File: src/rtl/bdr_pkg.sv
`timescale 1ns/1ps
package bdr_pkg;
  // Which half of the command clock the next clk2x edge stands for.
  typedef enum logic {PH_FALL = 1'b0, PH_RISE = 1'b1} phase_e;

  // Words per access.
  localparam int unsigned BURST_LEN = 2;
  // clk2x edges from a read command to its first returned beat.
  localparam int unsigned RD_LAT_EDGES = 3;
endpackage

File: src/rtl/bdr_cmd_capture.sv
`timescale 1ns/1ps
module bdr_cmd_capture
  import bdr_pkg::*;
#(
  parameter int unsigned DATA_W = 36,
  parameter int unsigned ADDR_W = 4,
  parameter int unsigned LANES  = 4
) (
  input  logic                                clk,
  input  logic                                rst_n,
  input  phase_e                              ph,
  input  logic                                ld_n,
  input  logic                                rw,
  input  logic [ADDR_W-1:0]                   addr,
  input  logic [DATA_W-1:0]                   d,
  input  logic [LANES-1:0]                    bw_n,
  output logic                                rd_issue,
  output logic                                wr_issue,
  output logic                                wr_commit,
  output logic [ADDR_W-1:0]                   wr_addr,
  output logic [BURST_LEN-1:0][DATA_W-1:0]    wr_data,
  output logic [BURST_LEN-1:0][LANES-1:0]     wr_sel_n
);
  logic at_rise;
  logic beat1_due;
  logic full_q;

  assign at_rise  = (ph == PH_RISE);
  assign rd_issue = at_rise && !ld_n && rw;
  assign wr_issue = at_rise && !ld_n && !rw;

  always_ff @(posedge clk or negedge rst_n) begin
    if (!rst_n) begin
      wr_addr   <= '0;
      wr_data   <= '0;
      wr_sel_n  <= '1;
      beat1_due <= 1'b0;
      full_q    <= 1'b0;
    end else begin
      beat1_due <= wr_issue;
      if (wr_issue) begin
        wr_addr     <= addr;
        wr_data[0]  <= d;
        wr_sel_n[0] <= bw_n;
      end
      if (beat1_due && !at_rise) begin
        wr_data[1]  <= d;
        wr_sel_n[1] <= bw_n;
        full_q      <= 1'b1;
      end else if (at_rise) begin
        full_q      <= 1'b0;
      end
    end
  end

  // A complete burst is written on the rising-half slot after its second beat.
  assign wr_commit = full_q;
endmodule

File: src/rtl/bdr_array.sv
`timescale 1ns/1ps
module bdr_array
  import bdr_pkg::*;
#(
  parameter int unsigned DATA_W = 36,
  parameter int unsigned ADDR_W = 4,
  parameter int unsigned LANE_W = 9
) (
  input  logic                                       clk,
  input  logic                                       we,
  input  logic [ADDR_W-1:0]                          wr_addr,
  input  logic [BURST_LEN-1:0][DATA_W-1:0]           wr_data,
  input  logic [BURST_LEN-1:0][DATA_W/LANE_W-1:0]    wr_sel_n,
  input  logic [ADDR_W-1:0]                          rd_addr,
  input  logic [$clog2(BURST_LEN)-1:0]               rd_half,
  output logic [DATA_W-1:0]                          rd_word
);
  localparam int unsigned LANES = DATA_W / LANE_W;
  localparam int unsigned DEPTH = 2 ** ADDR_W;

  // Replace only the lanes whose active-low select is low.
  function automatic logic [DATA_W-1:0] lane_merge(
    input logic [DATA_W-1:0] old_w,
    input logic [DATA_W-1:0] new_w,
    input logic [LANES-1:0]  sel_n
  );
    logic [DATA_W-1:0] r;
    r = old_w;
    for (int i = 0; i < LANES; i++) begin
      if (!sel_n[i]) r[i*LANE_W +: LANE_W] = new_w[i*LANE_W +: LANE_W];
    end
    return r;
  endfunction

  logic [DATA_W-1:0] half_word [BURST_LEN];

  for (genvar h = 0; h < BURST_LEN; h++) begin : g_half
    logic [DATA_W-1:0] mem [DEPTH];
    always_ff @(posedge clk) begin
      if (we) mem[wr_addr] <= lane_merge(mem[wr_addr], wr_data[h], wr_sel_n[h]);
    end
    assign half_word[h] = mem[rd_addr];
  end

  assign rd_word = half_word[rd_half];
endmodule

File: src/rtl/bdr_rd_return.sv
`timescale 1ns/1ps
module bdr_rd_return
  import bdr_pkg::*;
#(
  parameter int unsigned DATA_W = 36,
  parameter int unsigned ADDR_W = 4
) (
  input  logic                          clk,
  input  logic                          rst_n,
  input  logic                          rd_issue,
  input  logic [ADDR_W-1:0]             rd_addr_in,
  input  logic [DATA_W-1:0]             rd_word,
  output logic [ADDR_W-1:0]             look_addr,
  output logic [$clog2(BURST_LEN)-1:0]  look_half,
  output logic [DATA_W-1:0]             q,
  output logic                          q_oe
);
  localparam int unsigned STAGES = RD_LAT_EDGES + 1;
  localparam int unsigned TAP0   = RD_LAT_EDGES - 1;
  localparam int unsigned TAP1   = RD_LAT_EDGES;

  logic [STAGES-1:0] st_v;
  logic [ADDR_W-1:0] st_a [STAGES];
  logic fire0, fire1;

  always_ff @(posedge clk or negedge rst_n) begin
    if (!rst_n) begin
      st_v <= '0;
      for (int i = 0; i < STAGES; i++) st_a[i] <= '0;
    end else begin
      st_v[0] <= rd_issue;
      st_a[0] <= rd_addr_in;
      for (int i = 1; i < STAGES; i++) begin
        st_v[i] <= st_v[i-1];
        st_a[i] <= st_a[i-1];
      end
    end
  end

  assign fire0     = st_v[TAP0];
  assign fire1     = st_v[TAP1];
  assign look_addr = fire0 ? st_a[TAP0] : st_a[TAP1];
  assign look_half = fire0 ? '0 : '1;

  always_ff @(posedge clk or negedge rst_n) begin
    if (!rst_n) begin
      q    <= '0;
      q_oe <= 1'b0;
    end else if (fire0 || fire1) begin
      q    <= rd_word;
      q_oe <= 1'b1;
    end else begin
      q    <= '0;
      q_oe <= 1'b0;
    end
  end
endmodule

File: src/rtl/bdr_sram.sv
`timescale 1ns/1ps
module bdr_sram
  import bdr_pkg::*;
#(
  parameter int unsigned DATA_W = 36,
  parameter int unsigned LANE_W = 9,
  parameter int unsigned ADDR_W = 4
) (
  input  logic                       clk2x,
  input  logic                       rst_n,
  input  logic                       ld_n,
  input  logic                       rw,
  input  logic [ADDR_W-1:0]          addr,
  input  logic [DATA_W-1:0]          d,
  input  logic [DATA_W/LANE_W-1:0]   bw_n,
  output logic [DATA_W-1:0]          q,
  output logic                       q_oe,
  output logic                       phase_o
);
  localparam int unsigned LANES  = DATA_W / LANE_W;
  localparam int unsigned BEAT_W = $clog2(BURST_LEN);

  phase_e ph_q;

  always_ff @(posedge clk2x or negedge rst_n) begin
    if (!rst_n) ph_q <= PH_RISE;
    else        ph_q <= (ph_q == PH_RISE) ? PH_FALL : PH_RISE;
  end
  assign phase_o = (ph_q == PH_RISE);

  // Named events for the checker.
  logic rd_issue, wr_issue, wr_commit;
  logic [ADDR_W-1:0]                 wr_addr;
  logic [BURST_LEN-1:0][DATA_W-1:0]  wr_data;
  logic [BURST_LEN-1:0][LANES-1:0]   wr_sel_n;
  logic [ADDR_W-1:0]                 look_addr;
  logic [BEAT_W-1:0]                 look_half;
  logic [DATA_W-1:0]                 rd_word;

  bdr_cmd_capture #(.DATA_W(DATA_W), .ADDR_W(ADDR_W), .LANES(LANES)) u_cap (
    .clk(clk2x), .rst_n(rst_n), .ph(ph_q), .ld_n(ld_n), .rw(rw), .addr(addr),
    .d(d), .bw_n(bw_n), .rd_issue(rd_issue), .wr_issue(wr_issue),
    .wr_commit(wr_commit), .wr_addr(wr_addr), .wr_data(wr_data), .wr_sel_n(wr_sel_n)
  );

  bdr_array #(.DATA_W(DATA_W), .ADDR_W(ADDR_W), .LANE_W(LANE_W)) u_arr (
    .clk(clk2x), .we(wr_commit), .wr_addr(wr_addr), .wr_data(wr_data),
    .wr_sel_n(wr_sel_n), .rd_addr(look_addr), .rd_half(look_half), .rd_word(rd_word)
  );

  bdr_rd_return #(.DATA_W(DATA_W), .ADDR_W(ADDR_W)) u_ret (
    .clk(clk2x), .rst_n(rst_n), .rd_issue(rd_issue), .rd_addr_in(addr),
    .rd_word(rd_word), .look_addr(look_addr), .look_half(look_half),
    .q(q), .q_oe(q_oe)
  );
endmodule

File: config.mk
export PLATFORM = sky130hd
export DESIGN_NAME = bdr_sram
export DESIGN_NICKNAME = d
export VERILOG_FILES = /design/src/rtl/bdr_pkg.sv /design/src/rtl/bdr_cmd_capture.sv /design/src/rtl/bdr_array.sv /design/src/rtl/bdr_rd_return.sv /design/src/rtl/bdr_sram.sv
export SDC_FILE = /design/constraint.sdc
export NUM_CORES = 2
export LEC_CHECK = 0
export BUFFER_PORTS_ARGS = -buffer_cell sky130_fd_sc_hd__buf_2
export CAP_MARGIN = 20
export CORE_ASPECT_RATIO = 1.75
export CORE_UTILIZATION = 35
export DETAILED_ROUTE_END_ITERATION = 8
export PLACE_DENSITY = 0.59
export SKIP_CTS_REPAIR_TIMING = 1
export SYNTH_ARGS = -nofsm -noshare
export SYNTH_HDL_FRONTEND = slang
export SYNTH_HIERARCHICAL = 1
export SYNTH_SLANG_ARGS = --single-unit
File: constraint.sdc
create_clock -name clk2x -period 3.6 [get_ports clk2x]
set_input_delay 0.54 -clock clk2x [delete_from_list [all_inputs] [get_ports clk2x]]
set_output_delay 0.54 -clock clk2x [all_outputs]
set_load 0.05 [all_outputs]
# Word level (Yosys, flattened, before mapping)
# Memory sizes are Yosys's and may differ from the RTL's.
# Index checks and enable logic that the tools add are counted.
# word_totals
latchBits	0
reg_bits	144
n_memories	2
mem_bits_ro	0
ramBits	1152
# classes
n_lt_le_gt_ge	1
n_div	0
eq_ne	8
n_reduce_logical	17
mux	28
bitwise_logic	1
n_addsub	0
shifts	0
mul	0
# memory_table
memory	depth	width	rd	rd_ports_with_merged_regs	wr	line_no	rtl
u_arr.g_half[0].mem	16	36	1	0	1	bdr_array.sv:38	logic [DATA_W-1:0] mem [DEPTH];
u_arr.g_half[1].mem	16	36	1	0	1	bdr_array.sv:38	
# ops
operator	n
two-way mux 36 bit	4
two-way mux 9 bit	16
inequality test 2 bit, second input constant	8
AND reduction 2 bit	8
two-way mux 1 bit	7
logical AND 1 bit	4
two-way mux 4 bit	1
logical NOT 1 bit	3
greater-or-equal comparator 2 bit, second input constant	1
NOT 1 -> 2 bit	1
nonzero test 2 bit	1
logical OR 1 bit	1

# Depth between registers and ports, before layout
# depth
ltp_word	6
depth_mapped	11
depth_no_buf	7

# Modules after synthesis
# Netlist, hierarchy kept.
# by_module_without_submodules
module	cells_per_inst	seq_area_each_um2	n_inst	area_each_um2
bdr_array	2628	34593.2	1	45362.3
bdr_cmd_capture	184	2162.1	1	3412.0
bdr_rd_return	108	1426.4	1	1816.7
bdr_sram	2	26.3	1	30.0

# Worst setup path after synthesis
# Ideal clock, no wire load.
# synth_timing
path_kind	register to register
startpoint	reg u_ret.st_v[2]
endpoint	reg u_ret.q[15]
n_path_buf	4
t_arrival_ns	2.016
stages_incl_launch_ff	11
path_slack_ns	1.465
period_less_slack_ns	2.135
path_cell_list	dfrtp_1 -> buf_6 -> buf_6 -> mux2_4 -> nor2_2 -> buf_2 -> buf_1 -> nand2_1 -> a31oi_1 -> nand3_1 -> o21a_1
# synth_via
elab_chain_cells	6
# synth_lines
item	line_no	rtl
start, declared	bdr_rd_return.sv:22	logic [STAGES-1:0] st_v;
start signal, assigned by index	bdr_rd_return.sv:34	st_v[i] <= st_v[i-1];
two-way mux 4 bit *	bdr_rd_return.sv:42	assign look_addr = fire0 ? st_a[TAP0] : st_a[TAP1];
via look_addr[1]	bdr_sram.sv:36	logic [ADDR_W-1:0] look_addr;
memory read (16 x 36 bit)	-	
two-way mux 36 bit (not written as such) * (3 in series)	bdr_array.sv:45	assign rd_word = half_word[rd_half];
via rd_word[15]	bdr_sram.sv:38	logic [DATA_W-1:0] rd_word;
two-way mux 36 bit *	bdr_rd_return.sv:49	end else if (fire0 || fire1) begin
end signal, assigned	bdr_rd_return.sv:50	q <= rd_word;
end, declared	bdr_rd_return.sv:15	output logic [DATA_W-1:0] q,
# The timed path passes the listed nets; every way through them passes the cells marked *. The select of a mux whose other input is x is not followed.
# A chain may end at the register's enable or synchronous reset.

# Worst setup path in the final report
# layout_timing
startpoint	reg u_ret.st_v[2]
endpoint	reg u_ret.q[19]
# layout_via
elab_chain_cells	6
# layout_lines
item	line_no	rtl
two-way mux 1 bit	bdr_rd_return.sv:43	assign look_half = fire0 ? '0 : '1;
via look_half	bdr_sram.sv:37	logic [BEAT_W-1:0] look_half;
NOT 1 -> 2 bit (not written as such)	bdr_array.sv:45	
two-way mux 36 bit (not written as such) (3 in series)	bdr_array.sv:45	
via rd_word[19]	bdr_sram.sv:38	
two-way mux 36 bit	bdr_rd_return.sv:49	
# The timed path passes the listed nets, and every way through them passes these cells. The select of a mux whose other input is x is not followed.

==> flow_metrics.tcl <==
set metrics [dict create \
    slew_violations 0 \
    drt_iter0_markers 1670 \
    total_power_uw 30900 \
    synth_nets 2970 \
    hp-class "in -> reg" \
    netlist_area_mm2 0.0506 \
    cp-start-kind "flop" \
    ys_ff_latch 1296 \
    slowest_delay_ns 0.89 \
    yosys.area.top_type_share_pct 68.3 \
    worst_pin_slew_ns 1.13 \
    end_kind "flop" \
    leakage_uw 0.0206 \
    p_per_area_mw_per_mm2 536 \
    initial_core_util_pct 35.2 \
    yosysSeqAreaShare_pct 75.5 \
    fin_crit_sh_pct 89.4 \
    final.setup.tns_ns 0 \
    min_path_cells 1 \
    synth-edff-count 1152 \
    dr_total_vias 26100 \
    worstPathCellList "buf_4, inv_1, or2_2, buf_4, nor3_1, a31oi_1, nand3_1, o21a_1" \
    reg2reg_depth 8 \
    layout_setup_ws_ns 0.381 \
    avgViaCountPerCell 5.13 \
    synth_common_cells "1152 x edfxtp_1, 576 x mux2i_1, 135 x dfrtp_1, 132 x nor2_1, 118 x nand2_1" \
    crit_fanout 31 \
    clock_path_buffers 3 \
    min_to "u_ret/st_a[13]" \
    clk_pin_slew_ns 0.07 \
    hpwl_um 84500 \
    die_area_mm2 0.146 \
    die_w_um 289 \
    crit_path_frequent_cell "buf_4" \
    cts.sinks 1296 \
    hold_violations 0 \
    clkPwrFrac_pct 37.3 \
    slew_headroom_pct 24.7 \
    drc_errors 0 \
    cts_buffers 102 \
    dr.pass1.iters 7 \
    grt_antenna_before_repair 15 \
    pwr-share-comb_pct 5.3 \
    wl_um 127000 \
    n_fill_cell 13100 \
    dpl_worst_slack_ns 0.394 \
    ios 86 \
    setup_viol 0 \
    grtUsageTotal_pct 17.3 \
    timing.rr.end "u_ret/q[19]" \
    cts_tree "yes" \
    critPathKind "reg -> reg" \
    wl_per_cell_um 24.8 \
    port_buffers 85 \
    p_sw_uw 6890 \
    place_congestion 0.796 \
    ir_drop_mv 0.405 \
    grt_overflow 0 \
    die_h_um 505 \
    r2r_slack_ns 0.38 \
    status "complete, no violations" \
    area_growth_pct 13.7 \
    grt_pass1_vias 26700 \
    core-area_mm2 0.144 \
    synthCells 2922 \
    synth-async-reset-ratio_pct 11.1 \
    sw_frac_of_total_pct 22.3 \
    yosys_warnings 6 \
    nNetsFinal 3191 \
    syn_avg_cell_area_um2 17.3 \
    synth_top_area_cell "edfxtp_1" \
    final_util_pct 40.1 \
    drv_cap 0 \
    place_area_mm2 0.0541 \
    fin_area_mm2 0.0576 \
    detail-route-antenna-nets 0 \
    grt_start_max_net_pins 73 \
    grt_pass1_wl_um 183000 \
    worst_r2r_startpoint "u_ret/st_v[2]" \
    max_freq_ghz 0.311 \
    seqPwrFrac_pct 57.3 \
    synthTopCellsByArea "edfxtp_1 68%, mux2i_1 11%, dfrtp_1 6.7%" \
    rsz0062_at_grt "false" \
    yosysMostFrequentCell "edfxtp_1" \
    min_period_ns 3.22 \
    ys.flop_type "edfxtp_1" \
    p_int_uw 24000 \
    rows 184 \
    clock_skew_ns 0.0258 \
    crit_arrival_ns 3.84 \
    min_from "addr[1]" \
    cp.required_ns 4.22 \
    cts_root_buf "clkbuf_16" \
    cp_slowest_cell "dfrtp_2" \
    htreeDepth 3 \
    drive_above_1_share_pct 17.1 \
    ys_types 32 \
    clkLatencyLatePin_ns 0.71 \
]
[power groups by stage]
stage / sequential (µW) / combinational [µW] / clock (µW)
floorplan: 17800 / 1010 / 0
global placement: 18000 / 1650 / 0
detailed placement: 18000 / 1660 / 0
CTS: 17700 / 1660 / 11700
global route: 17700 / 1750 / 12300
finish: 17700 / 1650 / 11500
[routing by layer]
metal	wire [µm]	global-route usage, %	vias to the layer above
met5	102	0	-
met4	2960	4.82	16
met3	5660	2.60	168
met2	71000	33.4	620
met1	46900	19.1	13600
li1	-	-	11800
[final cells by class]
type	instances	area (µm²)	share of cell area [%]
Sequential cell	1296	38200	66.4
Multi-Input combinational cell	1448	11300	19.6
Clock buffer	140	2870	4.98
Tap cell	1860	2330	4.04
Timing Repair Buffer	293	2290	3.98
Clock inverter	51	539	0.937
Antenna cell	7	17.5	0.0304
Inverter	2	7.51	0.0130
[registers in the layout, indices dropped and copies added (netlist names)]
signal and count:
u_ret/q_oe 1, u_ret/st_v 4, u_cap/wr_sel_n 8, phase_o 1, u_ret/q 36, u_cap/wr_data 72, u_arr/g_half.mem 1152, u_ret/st_a 16
u_cap/wr_commit 1, u_cap/beat1_due 1, u_cap/wr_addr 4
[kinds of logic (layout without fill, tap and decap cells)]
family | after synthesis | after routing | share of synthesized area, %
AND/OR/NAND/NOR | 424 | 424 | 3.65
AO/OA/AOI/OAI | 360 | 360 | 4.89
other | 0 | 7 | 0
flip-flops | 1296 | 1296 | 75.5
buffers and inverters | 178 | 486 | 2.32
multiplexers | 664 | 664 | 13.7
[worst max-delay path: cells and delay by family, from the launching register on]
kind | cells | cell delay [ns]
DFF | 1 | 0.89
and+or+nand+nor | 3 | 1.13
AOI/OAI and AO/OA | 2 | 0.25
buffers and inverters | 3 | 0.85
[through the flow]
stage / hold WS [ns] / std cells
floorplan: 0.244 / 2922
global route: 0.00577 / 5096
detailed placement: 0.335 / 4896
global placement: 0.332 / 4896
finish: 0.0360 / 5097
CTS: -0.212 / 5087
[worst max-delay path by stage]
stage | from | endpoint | slack, ns | cells past startpoint
after floorplan | u_ret/st_v[2] | u_ret/q[15] | 1.47 | 10
after global placement | u_ret/st_v[2] | u_ret/q[15] | 0.44 | 9
after detailed placement | u_ret/st_v[2] | u_ret/q[22] | 0.39 | 8
after CTS | u_ret/st_v[2] | u_ret/q[22] | 0.42 | 8
after global routing | u_ret/st_v[2] | u_ret/q[21] | 0.30 | 8
final | u_ret/st_v[2] | u_ret/q[19] | 0.38 | 8
[layout by cell type, fill, tap and decap left out, drive strengths merged, types with 2 or more instances in the layout]
cell type    count
a31oi           36
or2              2
buf            289
mux2            88
a22oi          108
o21a            36
dfstp            9
a21oi          108
nand2b          11
clkinv          28
mux2i          576
nor3            36
edfxtp        1152
inv              6
nand2          118
nand3          114
nor2           133
diode            7
a22o            72
nor2b            6
clkinvlp         9
bufinv          10
dlygate4sd3      3
dfrtp          135
clkbuf         141
Note: power is estimated with default switching activity, not from simulation.
